## config.mk

```make
export PLATFORM = sky130hd
export DESIGN_NAME = logic_cluster
export DESIGN_NICKNAME = d
export VERILOG_FILES = /design/src/rtl/lc_pkg.sv /design/src/rtl/lc_carry_sel.sv /design/src/rtl/lc_cell.sv /design/src/rtl/logic_cluster.sv
export SDC_FILE = /design/constraint.sdc
export NUM_CORES = 1
export LEC_CHECK = 0
export BUFFER_PORTS_ARGS = -buffer_cell sky130_fd_sc_hd__buf_2
export CAP_MARGIN = 30
export CORE_AREA = 5 5 107 109
export DETAILED_ROUTE_END_ITERATION = 8
export DIE_AREA = 0 0 112 114
export PLACE_DENSITY_LB_ADDON = 0.2
export REMOVE_ABC_BUFFERS = 1
export SYNTH_ARGS = -nofsm -noshare
export SYNTH_HDL_FRONTEND = slang
export SYNTH_HIERARCHICAL = 1
export SYNTH_SLANG_ARGS = --single-unit
```

## constraint.sdc

```tcl
create_clock -name clk -period 11.65 [get_ports clk]
set_clock_uncertainty 0.15 [all_clocks]
set_input_delay 2.33 -clock clk [delete_from_list [all_inputs] [get_ports clk]]
set_output_delay 2.33 -clock clk [all_outputs]
set_load 0.05 [all_outputs]
```

## src/rtl/lc_pkg.sv

```systemverilog
package lc_pkg;
  typedef struct packed {
    logic [15:0] mask;
    logic        arith;
    logic        out_reg;
    logic        shift_en;
    logic        fb_en;
    logic        lchain_en;
  } cell_cfg_t;

  localparam int CFG_W = $bits(cell_cfg_t);
endpackage

```

## src/rtl/lc_carry_sel.sv

```systemverilog
module lc_carry_sel #(
  parameter int N = 10
) (
  input  logic         cin,
  input  logic [N-1:0] co_if0,
  input  logic [N-1:0] co_if1,
  output logic [N:0]   carry
);
  always_comb begin
    carry[0] = cin;
    for (int k = 0; k < N; k++) begin
      carry[k+1] = carry[k] ? co_if1[k] : co_if0[k];
    end
  end
endmodule

```

## src/rtl/lc_cell.sv

```systemverilog
module lc_cell
  import lc_pkg::*;
(
  input  logic      clk,
  input  logic      rst_n,
  input  cell_cfg_t cfg,
  input  logic      ena,
  input  logic      sclr,
  input  logic      sload,
  input  logic      addsub,
  input  logic      d1,
  input  logic      d2,
  input  logic      d3,
  input  logic      d4,
  input  logic      carry_in,
  input  logic      reg_chain_i,
  input  logic      lut_chain_i,
  output logic      y,
  output logic      q,
  output logic      lut_o,
  output logic      co_if0,
  output logic      co_if1
);
  logic op_a, sum, in3, in4, res;

  // arithmetic path: operand a is d1 optionally inverted
  assign op_a   = d1 ^ addsub;
  assign co_if0 = op_a & d2;
  assign co_if1 = op_a | d2;
  assign sum    = op_a ^ d2 ^ carry_in;

  // table path with optional feedback and chaining
  assign in3   = cfg.fb_en ? q : d3;
  assign in4   = cfg.lchain_en ? lut_chain_i : d4;
  assign lut_o = cfg.mask[{in4, in3, d2, d1}];

  assign res = cfg.arith ? sum : lut_o;
  assign y   = cfg.out_reg ? q : res;

  always_ff @(posedge clk or negedge rst_n) begin
    if (!rst_n) begin
      q <= 1'b0;
    end else if (ena) begin
      if (sclr)              q <= 1'b0;
      else if (sload)        q <= d3;
      else if (cfg.shift_en) q <= reg_chain_i;
      else                   q <= res;
    end
  end
endmodule

```

## src/rtl/logic_cluster.sv

```systemverilog
module logic_cluster
  import lc_pkg::*;
#(
  parameter int N       = 10,
  parameter bit COUT_RG = 1'b1
) (
  input  logic             clk,
  input  logic             rst_n,
  input  logic [N*21-1:0]  cfg,
  input  logic             ena,
  input  logic             sclr,
  input  logic             sload,
  input  logic             addsub,
  input  logic             cin,
  input  logic [N-1:0]     d1,
  input  logic [N-1:0]     d2,
  input  logic [N-1:0]     d3,
  input  logic [N-1:0]     d4,
  input  logic             reg_chain_in,
  input  logic             lut_chain_in,
  output logic [N-1:0]     y,
  output logic [N-1:0]     reg_q,
  output logic             reg_chain_out,
  output logic             lut_chain_out,
  output logic             cout
);
  logic [N-1:0] c0, c1;
  logic [N:0]   carry;
  logic [N:0]   lch;
  logic [N:0]   rch;

  assign lch[0] = lut_chain_in;
  assign rch[0] = reg_chain_in;

  lc_carry_sel #(.N(N)) i_carry (
    .cin    (cin),
    .co_if0 (c0),
    .co_if1 (c1),
    .carry  (carry)
  );

  for (genvar k = 0; k < N; k++) begin : g_cell
    lc_cell i_cell (
      .clk         (clk),
      .rst_n       (rst_n),
      .cfg         (cell_cfg_t'(cfg[k*CFG_W +: CFG_W])),
      .ena         (ena),
      .sclr        (sclr),
      .sload       (sload),
      .addsub      (addsub),
      .d1          (d1[k]),
      .d2          (d2[k]),
      .d3          (d3[k]),
      .d4          (d4[k]),
      .carry_in    (carry[k]),
      .reg_chain_i (rch[k]),
      .lut_chain_i (lch[k]),
      .y           (y[k]),
      .q           (reg_q[k]),
      .lut_o       (lch[k+1]),
      .co_if0      (c0[k]),
      .co_if1      (c1[k])
    );
    assign rch[k+1] = reg_q[k];
  end

  assign reg_chain_out = rch[N];
  assign lut_chain_out = lch[N];

  if (COUT_RG) begin : g_cout_reg
    always_ff @(posedge clk or negedge rst_n) begin
      if (!rst_n) cout <= 1'b0;
      else        cout <= carry[N];
    end
  end else begin : g_cout_comb
    assign cout = carry[N];
  end
endmodule

```

After elaboration in Yosys (flattened, before gate mapping). Index checks and enable logic that the tools add are counted.

Register bits after elaboration: 11. Input bits: 259. Output and inout port bits: 23. Logic and storage cells: 171.

$lt $le $gt $ge: 10. Muxes and demuxes: 100. Bitwise gates (word level): 50.

Operators by type and width (count): two-way mux 1 bit (90); less-than comparator 4 x 5 -> 1 bit, second input constant (10); binary-select mux 1 bit (select 4 bit) (10); bitwise XOR 1 bit (30); AND 1 bit (10); OR 1 bit (10).

Depth between registers and ports, before layout. Gate-level depths: netlist (run 1).

Depth after elaboration: 34. Depth in mapped cells: 41.

Hierarchy. Netlist (run 1), hierarchy kept.

Modules (own cells, without submodules): lc_cell (instances 10, cells each 33, area an instance 336.6 um^2, seq. area each 25.0 um^2); lc_carry_sel (instances 1, cells each 31, area an instance 246.5 um^2, seq. area each 0.0 um^2); logic_cluster (instances 1, cells each 2, area an instance 32.5 um^2, seq. area each 25.0 um^2).

Worst setup path after synthesis (run 1). No wires, ideal clock.

Kind: input to output. Start point: in d1[0]. End point: out y[9]. Arrival time: 9.268 ns. Setup slack: -0.098 ns. Cell stages on the path: 41. Path buffers: 1. Cell sequence: buf_6 mux4_1 mux2i_1 mux2_4 inv_1 mux2i_2 mux2i_1 mux2_4 inv_1 mux2i_2 mux2i_1 mux2_4 inv_1 mux2i_2 mux2i_1 mux2_4 inv_1 mux2i_2 (+5 left out) mux2_4 inv_1 mux2i_2 mux2i_1 mux2_4 inv_1 mux2i_2 mux2i_1 mux2_4 inv_1 mux2i_2 mux2i_1 mux2_4 inv_1 mux2i_2 mux2i_1 mux2_4 a21oi_2.

Word-level cells in the longest chain between the ends: 31. Elaborated cells between the ends (all ways): 44. Classes of those cells: mux: 40; bitwise: 4.

Ends and longest elaborated chain: start: declaration (line logic_cluster.sv:15) `input logic [N-1:0] d1,`; binary-select mux 1 bit (select 4 bit) (line lc_cell.sv:35) `assign lut_o = cfg.mask[{in4, in3, d2, d1}];`; two-way mux 1 bit (not written as such) (line lc_cell.sv:35); via lch[1] (line logic_cluster.sv:29) `logic [N:0] lch;`; two-way mux 1 bit (line lc_cell.sv:34) `assign in4 = cfg.lchain_en ? lut_chain_i : d4;`; binary-select mux 1 bit (select 4 bit) (line lc_cell.sv:35); two-way mux 1 bit (not written as such) (line lc_cell.sv:35); via lch[2] (line logic_cluster.sv:29); two-way mux 1 bit (line lc_cell.sv:34); (+2 left out); via lch[3] (line logic_cluster.sv:29); (+3 left out); via lch[4] (line logic_cluster.sv:29); (+3 left out); via lch[5] (line logic_cluster.sv:29); (+3 left out); via lch[6] (line logic_cluster.sv:29); (+3 left out); via lch[7] (line logic_cluster.sv:29); (+3 left out); via lch[8] (line logic_cluster.sv:29); (+1 left out); binary-select mux 1 bit (select 4 bit) (line lc_cell.sv:35); two-way mux 1 bit (not written as such) (line lc_cell.sv:35); via lch[9] (line logic_cluster.sv:29); two-way mux 1 bit (line lc_cell.sv:34); binary-select mux 1 bit (select 4 bit) (line lc_cell.sv:35); two-way mux 1 bit (not written as such) (line lc_cell.sv:35); two-way mux 1 bit (line lc_cell.sv:37) `assign res = cfg.arith ? sum : lut_o;`; two-way mux 1 bit (line lc_cell.sv:38) `assign y = cfg.out_reg ? q : res;`; end: declaration (line logic_cluster.sv:21) `output logic [N-1:0] y,`.

The timed path passes the listed nets, and every way through them passes these cells. The select of a mux whose other input is x is not followed.

Final worst setup path (run 1). Ends and elaborated chain as after synthesis.

==> results.sh, run 1 <==
export IMPL_power_frac_comb_pct=76.8
export IMPL_hold_violations=0
export IMPL_drive_gt1_share_pct=54.7
export IMPL_critPathLaunch="d1[0]"
export IMPL_clkPwrFrac_pct=10.3
export IMPL_dieHeight_um=114
export IMPL_grt_pass1_vias=4238
export IMPL_drv_cap=0
export IMPL_hold_depth=2
export IMPL_setup_viol=0
export IMPL_cp_slowest_stage_delay_ps=480
export IMPL_setup_worst_path_class="input pin to primary output"
export IMPL_whs_ps=562
export IMPL_status="completed"
export IMPL_multi_input_area_sq_um=3070
export IMPL_clk_pin_slew_ps=50
export IMPL_routed_wl_mm=12.2
export IMPL_crit_arrival_ps=8930
export IMPL_htreeDepth=1
export IMPL_ios=282
export IMPL_rsz0062_at_grt="yes"
export IMPL_fillers=1063
export IMPL_switchingPower_mw=0.185
export IMPL_crit_fanout=5
export IMPL_place_gp_congestion=0.861
export IMPL_netlist_area_sq_um=3640
export IMPL_synth_area_top_cells="mux4_1 (29%), mux2i_1 (10%), dfrtp_1 (7.6%)"
export IMPL_synthCells=363
export IMPL_initial_utilization_pct=34.7
export IMPL_grt_max_degree=31
export IMPL_power_frac_seq_pct=12.8
export IMPL_dp_hpwl_mm=10.6
export IMPL_synth_area_leader_cell="mux4_1"
export IMPL_syn_area_per_cell_sq_um=10.0
export IMPL_antenna_found_initial=0
export IMPL_endpoint_kind="primary output"
export IMPL_drtIter0Drc=146
export IMPL_crit_cells=42
export IMPL_grt_first_pass_wirelength_mm=19.1
export IMPL_synth_ff_type="dfrtp_1"
export IMPL_grt_overflow=0
export IMPL_avgViaCountPerCell=5.02
export IMPL_io_buffers=281
export IMPL_hp_start="g_cell[9].i_cell/q$_DFFE_PN0P_"
export IMPL_row_count=38
export IMPL_cts_root_buf="clkbuf_8"
export IMPL_cts_tree="built"
export IMPL_hold_path_end="g_cell[9].i_cell/q$_DFFE_PN0P_"
export IMPL_critPathTopFamily="multiplexers"
export IMPL_die_area_sq_um=12800
export IMPL_grt_use_total_pct=17.8
export IMPL_layout_cells_non_filler=789
export IMPL_worst_slack_ps=238
export IMPL_dpl_cell_count=783
export IMPL_rr_endpoint="g_cell[9].i_cell/q$_DFFE_PN0P_"
export IMPL_clkLatencyLatePin_ps=250
export IMPL_reg2regPathDepth=41
export IMPL_drt_pre_antenna_iters=4
export IMPL_holdCritPathClass="register to register"
export IMPL_ant_nets=0
export IMPL_vdd_drop_max_mv=0.0408
export IMPL_pre_cts_slack_ps=-618
export IMPL_syn_to_final_growth_pct=46.4
export IMPL_r2r_start="g_cell[0].i_cell/q$_DFFE_PN0P_"
export IMPL_p_sw_share_pct=46.5
export IMPL_cp_required_ps=9170
export IMPL_fin_crit_sh_pct=98.0
export IMPL_diodes=0
export IMPL_num_vias=3961
export IMPL_routedWlPerCell_um=15.4
export IMPL_r2r_setup_slack_ps=4830
export IMPL_nets=929
export IMPL_cts_buffers_inserted=3
export IMPL_cts_sinks=11
export IMPL_synth_edf_count=0
export IMPL_path_buf_inv=11
export IMPL_yosys_warnings=6
export IMPL_ys_types=27
export IMPL_layout_min_cycle_time_ps=11410
export IMPL_core_area_sq_um=10500
export IMPL_leakagePower_nw=2.90
export IMPL_max_freq_mhz=87.6
export IMPL_start_kind="input pin"
export IMPL_critPathSlowestCell="mux4_2"
export IMPL_clock_tree_buffer_depth=2
export IMPL_seq_area_sq_um=275
export IMPL_worstMarginPinSlew_ps=569
export IMPL_seq_area_frac_synth_pct=7.55
export IMPL_slew_headroom_pct=62.1
export IMPL_yosysTopAreaCellShare_pct=28.8
export IMPL_internal_power_mw=0.213
export IMPL_synth_async_reset_ratio_pct=100
export IMPL_ys_ff_latch=11
export IMPL_die_x_um=112
export IMPL_drc=0
export IMPL_power_density_nw_per_um2=74.7
export IMPL_holdBufCountCts=0
export IMPL_maxSlewViolCount=0
-- synthesized netlist by cell type, types with 11 or more instances --
library cell	instances
inv_1	64
mux4_1	40
mux2i_1	37
nand2_1	33
a21oi_2	20
ha_1	20
mux2_4	13
dfrtp_1	11
mux2i_2	11
nor2_1	11
nor2b_1	11
o21ai_0	11
-- layout by cell type, fill, tap and decap left out, types with 10 or more instances in the layout --
| cell type | netlist | layout |
|---|---|---|
| buf_2 | 0 | 278 |
| inv_1 | 64 | 55 |
| mux2i_1 | 37 | 37 |
| mux4_1 | 40 | 36 |
| nand2_1 | 33 | 33 |
| a21oi_2 | 20 | 20 |
| ha_1 | 20 | 20 |
| mux2_4 | 13 | 13 |
| buf_4 | 2 | 13 |
| dfrtp_1 | 11 | 11 |
| nor2_1 | 11 | 11 |
| o21ai_0 | 11 | 11 |
| nor2b_1 | 11 | 11 |
| xor2_1 | 10 | 10 |
| xnor2_1 | 10 | 10 |
| nand3_1 | 10 | 10 |
| nor3_1 | 10 | 10 |
| a311oi_1 | 10 | 10 |
| o221ai_1 | 10 | 10 |
-- cell type report --
type                            count  share of cell area (%)
Tap cell                          140                    3.28
Clock buffer                        4                   0.844
Inverter                           64                    4.55
Multi-Input combinational cell    276                    57.5
Timing Repair Buffer              294                    28.7
Sequential cell                    11                    5.16
-- metal layers --
layer  GRT usage (%)  vias up  routed length, um
met4            2.40        0                141
met5               0        -                  0
met1            20.7     1867               4690
met2            34.6      143               6530
met3            3.45       12                784
li1                -     1939                  -
-- tightest hold or removal path, stage by stage (launching register included) --
cell      delay (ps)
dfrtp_1          400
o221ai_1         160
a21oi_2          110
-- metrics by stage --
step | TNS (ps) | utilization, % | total power [mW] | instance area (sq um)
floorplan | 0 | - | 0.238 | 3520
detailed placement | -1150 | 49.3 | 0.344 | 5180
CTS | 0 | 50.4 | 0.399 | 5300
finish | 0 | 50.8 | 0.399 | 5340
global placement | -340 | 49.3 | 0.337 | 5180
global route | -289 | 50.8 | 0.429 | 5340
-- cell families (layout without fill, tap and decap cells) --
logic type | Yosys count | after routing | share of synthesized area [%]
muxes | 102 | 102 | 48.8
and+or+nand+nor | 79 | 79 | 9.89
buffers and inverters | 76 | 362 | 10.1
AOI/OAI and AO/OA | 55 | 55 | 12.0
adders and majority gates | 20 | 20 | 6.87
xor gates and xnor gates | 20 | 20 | 4.81
DFF | 11 | 11 | 7.55
-- registers in the layout, summed over array words and instances, names as in the netlist --
register / count
cout: 1
g_cell.i_cell/q: 10
-- worst max-delay path by stage --
stage | end | slack, ps
after floorplan | y[9] | 10
after global placement | y[9] | -200
after detailed placement | y[9] | -620
after CTS | y[9] | 30
after global routing | y[9] | -170
final | y[9] | 240
-- power by group through the flow --
stage | registers (mW) | clock network, mW | logic, mW
5_1_grt | 0.0520 | 0.0447 | 0.332
4_1_cts | 0.0512 | 0.0437 | 0.304
2_1_floorplan | 0.0712 | 0 | 0.167
6_report | 0.0512 | 0.0412 | 0.306
3_3_place_gp | 0.0518 | 0 | 0.285
3_5_place_dp | 0.0518 | 0 | 0.292
-- repair_timing --
item | 4_1_cts | 5_1_grt
setup endpoints to repair | 2 | 2
endpoints found under the hold margin | 0 | 0
buffers inserted | 1 | 1
pin swaps | 1 | 1
gates resized for setup | 24 | 8
No activity file was read; power rests on OpenSTA's default activity.
==> run 2: changes to the inputs <==
Settings changed: BUFFER_PORTS_ARGS -buffer_cell sky130_fd_sc_hd__buf_2 to unset, CORE_AREA 5 5 107 109 to 5 5 108 110, DIE_AREA 0 0 112 114 to 0 0 113 115, DONT_BUFFER_PORTS set to 1, GPL_TIMING_DRIVEN set to 0.
==> run 2 against run 1 <==
Against the previous run:
- clock power grew 5.6%
- first-iteration DRC count shrank 25%
- final cell count shrank 36%
- count of clock-buffer cells in the layout shrank 1
- power shrank 17%
- critical path depth shrank 2
- non-clock buffer count shrank 283
- sequential cell count is the same
- die area grew 1.8%
- worst setup slack lost 46 ps
- sequential power grew 45%
- critical endpoint unchanged
- largest power group unchanged
==> results.sh, run 2 (synthesized netlist as in run 1, its figures left out) <==
export IMPL_endpoint_kind="primary output"
export IMPL_initial_utilization_pct=34.4
export IMPL_avgViaCountPerCell=5.65
export IMPL_start_kind="input pin"
export IMPL_fillers=1043
export IMPL_routed_wl_mm=10.5
export IMPL_fin_crit_sh_pct=98.3
export IMPL_grt_pass1_vias=2978
export IMPL_cts_sinks=11
export IMPL_drive_gt1_share_pct=19.9
export IMPL_grt_max_degree=31
export IMPL_dieHeight_um=115
export IMPL_setup_worst_path_class="input pin to primary output"
export IMPL_crit_fanout=5
export IMPL_ios=282
export IMPL_dp_hpwl_mm=8.99
export IMPL_layout_min_cycle_time_ps=11460
export IMPL_internal_power_mw=0.172
export IMPL_reg_top3="g_cell.i_cell/q x10, cout x1"
export IMPL_seq_area_sq_um=275
export IMPL_largest_register="g_cell.i_cell/q"
export IMPL_grt_use_total_pct=14.5
export IMPL_rsz0062_at_grt="yes"
export IMPL_switchingPower_mw=0.158
export IMPL_final_common_cell="inv_1"
export IMPL_htreeDepth=1
export IMPL_max_freq_mhz=87.3
export IMPL_holdCritPathClass="register to register"
export IMPL_drc=0
export IMPL_syn_to_final_growth_pct=7.00
export IMPL_nets=646
export IMPL_multi_input_area_sq_um=3070
export IMPL_grt_first_pass_wirelength_mm=15.3
export IMPL_total_power_mw=0.331
export IMPL_worstMarginPinSlew_ps=987
export IMPL_clk_pin_slew_ps=60
export IMPL_maxSlewViolCount=0
export IMPL_cp_slowest_stage_delay_ps=480
export IMPL_die_area_sq_um=13000
export IMPL_pre_cts_slack_ps=-920
export IMPL_row_count=38
export IMPL_slew_headroom_pct=34.2
export IMPL_power_frac_comb_pct=64.4
export IMPL_drt_pre_antenna_iters=4
export IMPL_cts_tree="built"
export IMPL_diodes=0
export IMPL_vdd_drop_max_mv=0.0329
export IMPL_num_vias=2859
export IMPL_p_sw_share_pct=47.9
export IMPL_dpl_cell_count=491
export IMPL_cp_required_ps=9170
export IMPL_cts_root_buf="clkbuf_8"
export IMPL_setup_viol=0
export IMPL_drtIter0Drc=110
export IMPL_largest_register_ffs=10
export IMPL_clock_tree_buffer_depth=2
export IMPL_antenna_found_initial=0
export IMPL_ant_nets=0
export IMPL_layout_cells_non_filler=506
export IMPL_fin_util_pct=36.8
export IMPL_clkPwrFrac_pct=13.2
export IMPL_holdBufCountCts=0
export IMPL_status="completed"
export IMPL_critPathSlowestCell="mux4_2"
export IMPL_crit_arrival_ps=8980
export IMPL_power_density_nw_per_um2=84.9
export IMPL_worst_slack_ps=192
export IMPL_drv_cap=0
export IMPL_routedWlPerCell_um=20.8
export IMPL_power_frac_seq_pct=22.4
export IMPL_clkLatencyLatePin_ps=250
export IMPL_hold_violations=0
export IMPL_place_gp_congestion=0.783
export IMPL_grt_overflow=0
export IMPL_cts_buffers_inserted=3
export IMPL_core_area_sq_um=10600
export IMPL_die_x_um=113
export IMPL_layout_common_cells="inv_1 (55), mux2i_1 (37), mux4_1 (36)"
export IMPL_io_buffers=0
export IMPL_leakagePower_nw=1.78
-- run 2: changes by cell type in the layout (fill, tap and decap cells not counted) --
cell	delta
clkinv_2	+1
clkbuf_1	-1
buf_4	-2
inv_4	+2
a21oi_2	-1
buf_2	-278
inv_2	-2
a21oi_4	+1
buf_6	-2
buf_12	-1
-- run 2: stage by stage --
stage | setup TNS, ps | hold WS (ps) | instance area [sq um]
after CTS | 0 | 838 | 3860
final | 0 | 836 | 3900
after global placement | -1360 | 829 | 3690
after global routing | -434 | 869 | 3900
after detailed placement | -1870 | 830 | 3690
after floorplan | 0 | 781 | 3520
-- run 2: cell type report --
class	count	area share, %
clock inverter	1	0.128
sequential	11	7.06
multi-input combinational	276	78.8
timing repair buffer	11	2.12
inverter	64	6.35
clock buffer	3	1.06
tap	140	4.49
-- run 2: per-layer routing --
| layer | vias to the layer above | wire length, um | track usage (%) |
|---|---|---|---|
| li1 | 1370 | - | - |
| met1 | 1346 | 4060 | 17.3 |
| met2 | 139 | 5480 | 27.0 |
| met3 | 4 | 921 | 3.63 |
| met4 | 0 | 68 | 1.84 |
| met5 | - | 0 | 0 |
-- run 2: critical path, delay by kind of cell --
family,cells,cell delay (ps)
muxes,30,5930
AOI/OAI and AO/OA,1,350
buffers and inverters,9,360
-- run 2: final timing paths --
path	end	slack [ps]	cells past startpoint	start
worst max-delay path	y[9]	190	40	d1[0]
worst min-delay path	g_cell[6].i_cell/q$_DFFE_PN0P_	840	2	g_cell[6].i_cell/q$_DFFE_PN0P_
worst max register to register	g_cell[9].i_cell/q$_DFFE_PN0P_	4550	40	g_cell[0].i_cell/q$_DFFE_PN0P_
worst min register to register	g_cell[6].i_cell/q$_DFFE_PN0P_	840	2	g_cell[6].i_cell/q$_DFFE_PN0P_
max in group asynchronous	g_cell[6].i_cell/q$_DFFE_PN0P_	9660	0	rst_n
min in group asynchronous	g_cell[7].i_cell/q$_DFFE_PN0P_	1610	0	rst_n
-- run 2: timing repair --
item | in CTS | in global routing
setup endpoints to repair | 3 | 3
endpoints found under the hold margin | 0 | 0
gates resized for setup | 19 | 7
buffers inserted | 9 | 2
pin swaps | 1 | 1
-- run 2: power groups by stage --
stage | combinational, mW | clock [mW] | sequential, mW
after floorplan | 0.167 | 0 | 0.0712
after global placement | 0.188 | 0 | 0.0753
after detailed placement | 0.191 | 0 | 0.0753
after CTS | 0.209 | 0.0473 | 0.0745
after global routing | 0.231 | 0.0485 | 0.0754
final | 0.213 | 0.0435 | 0.0743
